`src/rtl/icap_pkg.sv`:
```
package icap_pkg;
    typedef enum logic {
        FLT_STEADY,
        FLT_CONFIRM
    } flt_state_t;

    typedef enum logic {
        LVL_LOW,
        LVL_HIGH
    } lvl_state_t;
endpackage

```
`src/rtl/icap_sync.sv`:
```
module icap_sync #(
    parameter int STAGES = 2
) (
    input  logic clk,
    input  logic rst_n,
    input  logic d_i,
    output logic q_o
);
    logic [STAGES-1:0] chain_q;

    always_ff @(posedge clk or negedge rst_n) begin
        if (!rst_n) chain_q <= '0;
        else        chain_q <= {chain_q[STAGES-2:0], d_i};
    end

    assign q_o = chain_q[STAGES-1];
endmodule

```
`src/rtl/icap_filter.sv`:
```
module icap_filter
    import icap_pkg::*;
#(
    parameter int RUN_LEN = 4
) (
    input  logic clk,
    input  logic rst_n,
    input  logic smp_i,
    output logic lvl_o
);
    localparam int RUN_W = (RUN_LEN > 2) ? $clog2(RUN_LEN) : 1;
    localparam logic [RUN_W-1:0] RUN_LAST = RUN_W'(RUN_LEN - 1);

    flt_state_t       state_q, state_d;
    logic [RUN_W-1:0] run_q, run_d;
    logic             lvl_q, lvl_d;

    // State register
    always_ff @(posedge clk or negedge rst_n) begin
        if (!rst_n) begin
            state_q <= FLT_STEADY;
            run_q   <= '0;
            lvl_q   <= 1'b0;
        end else begin
            state_q <= state_d;
            run_q   <= run_d;
            lvl_q   <= lvl_d;
        end
    end

    // Next state and output
    always_comb begin
        state_d = state_q;
        run_d   = run_q;
        lvl_d   = lvl_q;
        unique case (state_q)
            FLT_STEADY: begin
                if (smp_i != lvl_q) begin
                    state_d = FLT_CONFIRM;
                    run_d   = RUN_W'(1);
                end
            end
            FLT_CONFIRM: begin
                if (smp_i == lvl_q) begin
                    state_d = FLT_STEADY;
                    run_d   = '0;
                end else if (run_q == RUN_LAST) begin
                    state_d = FLT_STEADY;
                    run_d   = '0;
                    lvl_d   = smp_i;
                end else begin
                    run_d = run_q + RUN_W'(1);
                end
            end
            default: state_d = FLT_STEADY;
        endcase
    end

    assign lvl_o = lvl_q;
endmodule

```
`src/rtl/icap_edge.sv`:
```
module icap_edge
    import icap_pkg::*;
(
    input  logic clk,
    input  logic rst_n,
    input  logic src_i,
    input  logic rise_sel_i,
    output logic trig_o
);
    lvl_state_t state_q, state_d;

    always_ff @(posedge clk or negedge rst_n) begin
        if (!rst_n) state_q <= LVL_LOW;
        else        state_q <= state_d;
    end

    always_comb begin
        state_d = state_q;
        trig_o  = 1'b0;
        unique case (state_q)
            LVL_LOW: begin
                if (src_i) begin
                    state_d = LVL_HIGH;
                    trig_o  = rise_sel_i;
                end
            end
            LVL_HIGH: begin
                if (!src_i) begin
                    state_d = LVL_LOW;
                    trig_o  = !rise_sel_i;
                end
            end
            default: state_d = LVL_LOW;
        endcase
    end
endmodule

```
`src/rtl/icap_unit.sv`:
```
module icap_unit #(
    parameter int CNT_W       = 16,
    parameter int SYNC_STAGES = 2,
    parameter int FILT_RUN    = 4
) (
    input  logic             clk,
    input  logic             rst_n,
    input  logic             pin_i,
    input  logic [CNT_W-1:0] count_i,
    input  logic             filt_en_i,
    input  logic             rise_sel_i,
    input  logic             top_is_cap_i,
    input  logic             irq_en_i,
    input  logic             flag_clr_i,
    output logic [CNT_W-1:0] cap_val_o,
    output logic             cap_flag_o,
    output logic             irq_o
);
    logic pin_s;
    logic pin_f;
    logic edge_src;
    logic edge_trig;
    logic cap_fire;

    icap_sync #(.STAGES(SYNC_STAGES)) u_sync (
        .clk   (clk),
        .rst_n (rst_n),
        .d_i   (pin_i),
        .q_o   (pin_s)
    );

    icap_filter #(.RUN_LEN(FILT_RUN)) u_filt (
        .clk   (clk),
        .rst_n (rst_n),
        .smp_i (pin_s),
        .lvl_o (pin_f)
    );

    assign edge_src = filt_en_i ? pin_f : pin_s;

    icap_edge u_edge (
        .clk        (clk),
        .rst_n      (rst_n),
        .src_i      (edge_src),
        .rise_sel_i (rise_sel_i),
        .trig_o     (edge_trig)
    );

    // Capture is blocked while the register serves as TOP
    assign cap_fire = edge_trig && !top_is_cap_i;

    always_ff @(posedge clk or negedge rst_n) begin
        if (!rst_n) begin
            cap_val_o  <= '0;
            cap_flag_o <= 1'b0;
        end else begin
            if (cap_fire) begin
                cap_val_o  <= count_i;
                cap_flag_o <= 1'b1;
            end else if (flag_clr_i) begin
                cap_flag_o <= 1'b0;
            end
        end
    end

    assign irq_o = cap_flag_o && irq_en_i;
endmodule

```
`config.mk`:
```
export PLATFORM = sky130hd
export DESIGN_NAME = icap_unit
export DESIGN_NICKNAME = d
export VERILOG_FILES = /design/src/rtl/icap_pkg.sv /design/src/rtl/icap_sync.sv /design/src/rtl/icap_filter.sv /design/src/rtl/icap_edge.sv /design/src/rtl/icap_unit.sv
export SDC_FILE = /design/constraint.sdc
export NUM_CORES = 1
export LEC_CHECK = 0
export BUFFER_PORTS_ARGS = -buffer_cell sky130_fd_sc_hd__buf_2
export CAP_MARGIN = 20
export CORE_ASPECT_RATIO = 1.5
export CORE_MARGIN = 1.5
export CORE_UTILIZATION = 40
export DETAILED_ROUTE_END_ITERATION = 6
export GPL_ROUTABILITY_DRIVEN = 1
export GPL_TIMING_DRIVEN = 1
export PLACE_DENSITY_LB_ADDON = 0.25
export SETUP_SLACK_MARGIN = 0.15
export SLEW_MARGIN = 20
export SYNTH_ARGS = -nofsm -noshare
export SYNTH_HDL_FRONTEND = slang
export SYNTH_SLANG_ARGS = --single-unit
export TNS_END_PERCENT = 1
```
`constraint.sdc`:
```
create_clock -name clk -period 1.75 [get_ports clk]
set_input_delay 0.0875 -clock clk [delete_from_list [all_inputs] [get_ports clk]]
set_output_delay 0.0875 -clock clk [all_outputs]
set_load 0.01 [all_outputs]
```
-- Word-level counts from Yosys, hierarchy flattened
Cells that the tools add are included.
- register bits after elaboration: 24
- bits in latches: 0
- bits in writable memories: 0
- bits in read-only memories: 0
- input port bits: 24
- output and inout port bits: 18
- logic and storage cells: 36
- memories kept: 0
- $add $sub $neg: 1
- $mul: 0
- divide/modulo/power cells: 0
- order comparisons: 0
- equal/unequal tests: 4
- shift operators: 0
- multiplexer cells: 15
- bitwise gates (word level): 3
- reductions and logical operators: 6
- operator list (kind ; count):
    $mux 1 ; 9
    $mux 2 ; 3
    $pmux 1 s2 ; 2
    $pmux 2 s2 ; 1
    $not 1->1 ; 3
    $reduce_and 3->1 ; 1
    $add 2x1->2 const B ; 1
    $eq 2x2->1 const B ; 1
    $logic_and 1x1->1 ; 2
    $logic_not 1->1 ; 2
    $ne 2x1->1 const B ; 1
    $reduce_bool 2->1 ; 1
    $eq 1x1->1 ; 1
    $ne 1x1->1 ; 1

-- Longest topological paths before layout
Gate-level depths: netlist of run 1.
- depth after elaboration: 5
- gate-level depth with buffers: 6
- mapped depth without buffers: 5

-- Modules after synthesis
A second synthesis of run 1 with hierarchy kept.
- cells, all modules: 60
- area, all modules: 994.7 um^2
- by module, submodules not included (module ; instances ; cells an instance ; area each (um^2)):
    icap_unit ; 1 ; 40 ; 714.4
    icap_filter ; 1 ; 14 ; 182.7
    icap_sync ; 1 ; 2 ; 50.0
    icap_edge ; 1 ; 4 ; 47.5

-- Worst setup path before layout of run 1
OpenSTA, ideal clock, no wires.
- path type: flip-flop to flip-flop
- start: register u_filt.lvl_q (netlist: u_filt.lvl_o)
- end: register cap_val_o[0]
- setup time: 0.123 ns
- data arrival time: 1.424 ns
- required time: 1.627 ns
- setup slack: 0.203 ns
- cell stages (with the launch flop): 7
- buffers on the path: 2
- cell sequence: dfrtp_1 > mux2i_1 > or3_1 > buf_2 > buf_6 > o22a_1 > o221a_1
- longest elaborated chain between the ends: 4
- elaborated cells between the ends (all ways): 5
- those cells by class: 4 x mux; 1 x reduce/logical
- ends and longest elaborated chain (element ; line ; text):
    start: declaration ; icap_filter.sv:16 ; logic lvl_q, lvl_d;
    start signal: assignment ; icap_filter.sv:27 ; lvl_q <= lvl_d;
    $mux 1 * ; icap_unit.sv:39 ; assign edge_src = filt_en_i ? pin_f : pin_s;
    $mux 1, on equally long branches ; icap_edge.sv:28, icap_edge.sv:22 ;
    $pmux 1 s2 * ; icap_edge.sv:20 ; unique case (state_q)
    $logic_and 1x1->1 * ; icap_unit.sv:50 ; assign cap_fire = edge_trig && !top_is_cap_i;
    end signal: assignment ; icap_unit.sv:58 ; cap_val_o <= count_i;
    end: declaration ; icap_unit.sv:15 ; output logic [CNT_W-1:0] cap_val_o,
Mark *: on every way between the ends. The rest lies on a longest branch, timed or not.
A chain may end at the register's enable or synchronous reset.

-- Worst setup path in the final report of run 1
- start: register u_sync.chain_q[1]
- end: register cap_val_o[15]
- longest elaborated chain between the ends: 4
- elaborated cells between the ends (all ways): 5
- those cells by class: 4 x mux; 1 x reduce/logical
- ends and longest elaborated chain (element ; line ; text):
    start: declaration ; icap_sync.sv:9 ; logic [STAGES-1:0] chain_q;
    start signal: assignment ; icap_sync.sv:13 ; else chain_q <= {chain_q[STAGES-2:0], d_i};
    $mux 1 * ; icap_unit.sv:39 ;
    $mux 1, on equally long branches ; icap_edge.sv:28, icap_edge.sv:22 ;
    $pmux 1 s2 * ; icap_edge.sv:20 ;
    $logic_and 1x1->1 * ; icap_unit.sv:50 ;
Marks and branches as above.

==> results of run 1 <==
## through the flow
stage,worst slack (ns),std cells
3_5_place_dp,0.1469,201
3_3_place_gp,0.2164,201
4_1_cts,0.1414,206
5_1_grt,0.1188,206
2_1_floorplan,0.2032,124
6_report,0.1936,206
## layout by cell type (no fill, tap or decap), types with 2 or more instances in the layout
master	instances
a21oi_1	2
o22a_1	16
clkbuf_8	3
o21ai_0	2
o32ai_2	5
inv_1	3
o221a_1	10
nand2_1	17
o221a_2	6
and2_1	2
o32ai_1	11
buf_6	2
dfrtp_1	24
buf_2	41
buf_4	7
dlygate4sd3_1	2
nor2_1	2
## area by class of cell
class                   count  area share (%)
multi-input cells          84           40.99
flip-flops and latches     24           35.32
repair buffers             52           17.66
well taps                  40           2.943
clock buffers               3           2.428
inverters                   3          0.6623
## cell families (layout without fill, tap and decap cells)
| group | count (synthesis) | count (layout) | synth area share [%] |
|---|---|---|---|
| AO/OA/AOI/OAI | 54 | 54 | 37.37 |
| AND/OR/NAND/NOR | 26 | 26 | 8.610 |
| flip-flops | 24 | 24 | 45.41 |
| buffers and inverters | 16 | 58 | 5.392 |
| multiplexers | 2 | 2 | 1.608 |
| adder cells (fa/ha/maj) | 1 | 1 | 0.9459 |
| XOR/XNOR | 1 | 1 | 0.6624 |
## power groups by stage
stage | combinational, mW | sequential (mW) | clock [mW]
after detailed placement | 1.22 | 1.04 | 0
final | 1.26 | 1.05 | 0.322
after global routing | 1.37 | 1.09 | 0.358
after CTS | 1.23 | 1.04 | 0.333
after global placement | 1.15 | 1.02 | 0
after floorplan | 0.723 | 1.09 | 0
## state kept, by name, summed over array words and instances (netlist names)
| signal | count |
|---|---|
| cap_flag_o | 1 |
| cap_val_o | 16 |
| u_edge.state_q | 1 |
| u_filt.lvl_o | 1 |
| u_filt.run_q | 2 |
| u_filt.state_q | 1 |
| u_sync.chain_q | 2 |
## metal layers
metal  vias up  wire length, µm  GRT usage, %  part of all wire (%)
li1        587                -             -                     -
met1       622             1512         24.80                    43
met2        52             1804         34.22                    51
met3         4              182         2.236                   5.2
met4         0               24         7.099                  0.68
met5         -                0             0                     0
## what timing repair did
action                                  4_1_cts  5_1_grt
hold buffers                                  2        0
gates resized for setup                       1        8
endpoints found under the setup margin        2       16
pin swaps                                     0        0
hold endpoints to repair                     25        0
## worst register-to-register path, cell delays in order, from the launching register on
cell,delay [ns]
dfrtp_1,0.40
mux2i_2,0.11
or3_4,0.35
buf_4,0.17
o22a_1,0.18
o221a_2,0.24
## how the worst max path moves through the flow
stage | start | to
CTS | u_filt.lvl_o | cap_val_o[6]
global placement | u_filt.lvl_o | cap_val_o[2]
floorplan | u_filt.lvl_o | cap_val_o[0]
finish | u_sync.chain_q[1] | cap_val_o[15]
global route | u_sync.chain_q[1] | cap_val_o[8]
detailed placement | u_filt.lvl_o | cap_val_o[6]
==> out/summary.txt, run 1 <==
status: finished clean
layout cells sized above 1: 40.96%
worst stage delay on the critical path: 0.40 ns
count of final setup violators: 0
Tot Pwr: 2.636 mW
post-CTS setup buffers: 0
grt total ovfl: 0
die height: 73.42 µm
Min-Delay Path Depth: 2
# rows: 25
#FFs+latches synth: 24
Critical Path Source Type: register
LEAKAGE: 0.7321 nW
number of max-cap violations: 0
multi-input logic area: 696.9 µm²
first drt pass iteration count: 4
initial DRC count: 33
Max-slew headroom: 64.16%
Clk pwr share: 12.2%
Crit path max-delay family: compound AO/OA/AOI/OAI gates
internal power: 1.637 mW
total number of vias: 1265
post-route clock period utilization: 88.94%
Final Max Tran Viols: 0
Synth area leaders: dfrtp_1 (45%), o22a_1 (11%), o32ai_1 (11%)
final hold vios: 0
clk root buf: clkbuf_8
crit path DAT: 1.71 ns
r2r worst-path depth: 5
total area of sequential cells: 600.6 µm²
CTS tree: yes
vias in the first global route: 1219
initial core utilization: 41.86%
Critical Path, Cell by Cell: mux2i_2 > or3_4 > buf_4 > o22a_1 > o221a_2
kind of critical path: reg2reg
most common cell in the netlist: dfrtp_1
Ant. Diodes: 0
nature of the critical path endpoint: register
Detailed Route WL: 3524 µm
final setup TNS: 0 ns
Clock Path Buffers: 2
Async SR Flop Fraction: 100.0%
RSZ-0062 raised after global routing: true
sequential share of power: 40.0%
Yosys top cell area share: 45.41%
IO Port Bufs: 41
routed vias/inst: 6.141
Critical Path RT: 1.91 ns
HP Class: in2reg
pwr dens: 1550 nW/µm²
Top Ports: 42
RR Endpoint: cap_val_o[15]
Mapped Avg Cell Area: 10.67 µm²
Clock Latency Late Sink: 0.26 ns
number of stages on the worst setup path: 5
Mapped Cells: 124
power share of the combinational group: 47.8%
number of synthesized flops with an enable pin: 0
Post-DRT Antenna Nets: 0
Post-synth top cells: dfrtp_1 (24), nand2_1 (17), o22a_1 (16), o32ai_1 (16), o221a_1 (10)
Reg clk slew, reported paths: 0.08 ns
worst slew pin tran: 0.5377 ns
CTS H-tree lvls: 1
number of buffers created by CTS: 3
Hold EP: cap_flag_o
placed wire-length estimate: 2350 µm
post-route design area: 1700 µm²
fillers: 302
Routability Congestion: 0.6916
sw frac: 37.91%
Post-Syn Area: 1323 µm²
clock skew: 0.002408 ns
FF-to-FF Start: u_sync.chain_q[1]
Reg2Reg Setup Slack: 0.19 ns
Crit-path slowest cell: dfrtp_1
Hold WS: 0.01163 ns
synthesis-to-finish area growth: 28.57%
Unique masters post-synth: 25
largest area contributor in the netlist: dfrtp_1
CP Buf/Inv Count: 1
Residual DRC: 0
sequential-to-total area share from yosys stat: 45.41%
fin crit period: 1.556 ns
fin nets: 193
sw power: 0.9994 mW
Worst VDD drop: 0.6979 mV
Net Count, Synth: 149
die area: 3667 µm²
DR WL/cell: 17.11 µm
DP Area: 1585 µm²
Chip Width: 49.95 µm
Peak Freq: 0.6425 GHz
Primary FF master, synth: dfrtp_1
TritonCTS Sinks: 24
Ys Warns: 0
pin count of the biggest net entering global routing: 34
Util after Layout: 53.82%
GRT Resource Usage Total: 19.59%
core footprint: 3159 µm²
Crit Path Max Fanout: 5
first-pass GRT wire length: 5575 µm
initial antenna violation count: 0
HP Start: flag_clr_i
Power figures use the tool's default switching activity.
==> inputs of run 2 (changes only) <==
==> constraint.sdc (replaced) <==
create_clock -name clk -period 1.75 [get_ports clk]
set_input_delay 0 -clock clk [delete_from_list [all_inputs] [get_ports clk]]
set_output_delay 0 -clock clk [all_outputs]
set_load 0.01 [all_outputs]
==> run 2 against run 1 <==
Net effect: routed wire length up 0.85%; maximum frequency up 0.31%; total power about the same; non-clock buffer count up 2; critical path type unchanged; largest power group unchanged.
==> out/summary.txt, run 2 (synthesized netlist as in run 1, its figures left out) <==
HP Class: in2reg
die height: 73.42 µm
grt total ovfl: 0
Critical Path Source Type: register
fin nets: 195
total number of vias: 1291
Layout Cells excl Fill: 208
leading registers by flop count: cap_val_o x16, u_filt.run_q x2, u_sync.chain_q x2
final hold vios: 0
Clock Path Buffers: 2
most frequent cells in the layout: buf_2 (41), dfrtp_1 (24), nand2_1 (17)
first-pass GRT wire length: 5575 µm
CTS tree: yes
number of max-cap violations: 0
Top Ports: 42
Detailed Route WL: 3554 µm
initial DRC count: 35
met3 wire length: 180 µm
crit path DAT: 1.71 ns
initial antenna violation count: 0
Reg2Reg Setup Slack: 0.20 ns
FF-to-FF Start: u_sync.chain_q[1]
uppermost routed layer: met4
Worst VDD drop: 0.6936 mV
Critical Path RT: 1.90 ns
Peak Freq: 0.6445 GHz
die area: 3667 µm²
initial core utilization: 41.86%
final setup TNS: 0 ns
Chip Width: 49.95 µm
worst slew pin tran: 0.5370 ns
Ant. Diodes: 0
Final Max Tran Viols: 0
Post-DRT Antenna Nets: 0
LEAKAGE: 0.7405 nW
Metal-1 WL: 1531 µm
first drt pass iteration count: 4
Clock Latency Late Sink: 0.26 ns
GRT Resource Usage Total: 19.63%
Reg clk slew, reported paths: 0.08 ns
r2r worst-path depth: 5
routed vias/inst: 6.207
most common cell after layout, fill and taps aside: buf_2
count of final setup violators: 0
core footprint: 3159 µm²
post-route clock period utilization: 88.66%
max FFs per register: 16
IO Port Bufs: 41
clock skew: 0.001621 ns
CTS H-tree lvls: 1
status: finished clean
Residual DRC: 0
number of buffers created by CTS: 3
CP endpoint: cap_val_o[3]
nature of the critical path endpoint: register
# rows: 25
fin crit period: 1.551 ns
Placed Cells: 201
kind of critical path: reg2reg
Routability Congestion: 0.6916
Max-slew headroom: 64.20%
layout cells sized above 1: 40.48%
pwr dens: 1533 nW/µm²
pin count of the biggest net entering global routing: 34
DR WL/cell: 17.09 µm
synthesis-to-finish area growth: 30.09%
Biggest register: cap_val_o
clk root buf: clkbuf_8
DR WL met2: 1814 µm
RSZ-0062 raised after global routing: true
RR Endpoint: cap_val_o[3]
vias in the first global route: 1247
HP Start: rise_sel_i
placed wire-length estimate: 2350 µm
TritonCTS Sinks: 24
Crit Path Max Fanout: 5
start point of the critical path: u_sync.chain_q[1]
-- run 2: cell count changes in the layout (fill, tap and decap cells not counted), sizes merged --
cell,previous run,this run
dlygate4sd3,2,4
-- run 2: cell type report --
type | count | area (µm²)
sequential | 24 | 600.6
tap | 40 | 50.05
multi-input combinational | 84 | 696.9
clock buffer | 3 | 41.29
inverter | 3 | 11.26
timing repair buffer | 54 | 320.3
fill | 300 | 1439
-- run 2: per-layer routing --
metal / up-vias / GRT usage, %
li1: 592 / -
met1: 638 / 24.15
met2: 55 / 34.81
met3: 6 / 2.236
met4: 0 / 7.716
met5: - / 0
-- run 2: repair_timing --
action	CTS	global route
setup buffers	0	0
endpoints found under the hold margin	26	0
setup endpoints to repair	2	16
gates resized for setup	1	8
hold buffers	4	0
-- run 2: how the worst min path moves through the flow --
stage	endpoint	depth (start not counted)
2_1_floorplan	cap_flag_o	0
3_3_place_gp	u_sync.chain_q[0]	1
3_5_place_dp	u_filt.run_q[1]	1
4_1_cts	cap_flag_o	3
5_1_grt	cap_flag_o	3
6_report	cap_flag_o	3
-- run 2: worst max-delay path: stages, from the launching register on --
cell and delay, ns:
dfrtp_1 0.40, mux2i_2 0.11, or3_4 0.35, buf_4 0.17, o22a_1 0.18, o221a_2 0.24
-- run 2: power by group --
group	internal, mW	total (mW)	leakage (nW)	switching [mW]
combinational	0.689	1.26	0.428	0.573
clock	0.154	0.321	0.0216	0.168
sequential	0.797	1.05	0.291	0.258
-- run 2: through the flow --
stage	utilization (%)	area, µm²	total power [mW]	hold WS (ns)	setup WS [ns]
finish	54.46	1720	2.638	0.07576	0.1985
global route	54.46	1720	2.818	0.08945	0.1188
CTS	52.87	1670	2.601	0.06918	0.1414
detailed placement	50.18	1585	2.261	0.01673	0.1469
global placement	50.18	1585	2.162	0.005415	0.2164
floorplan	-	1323	1.815	-0.2956	0.2032
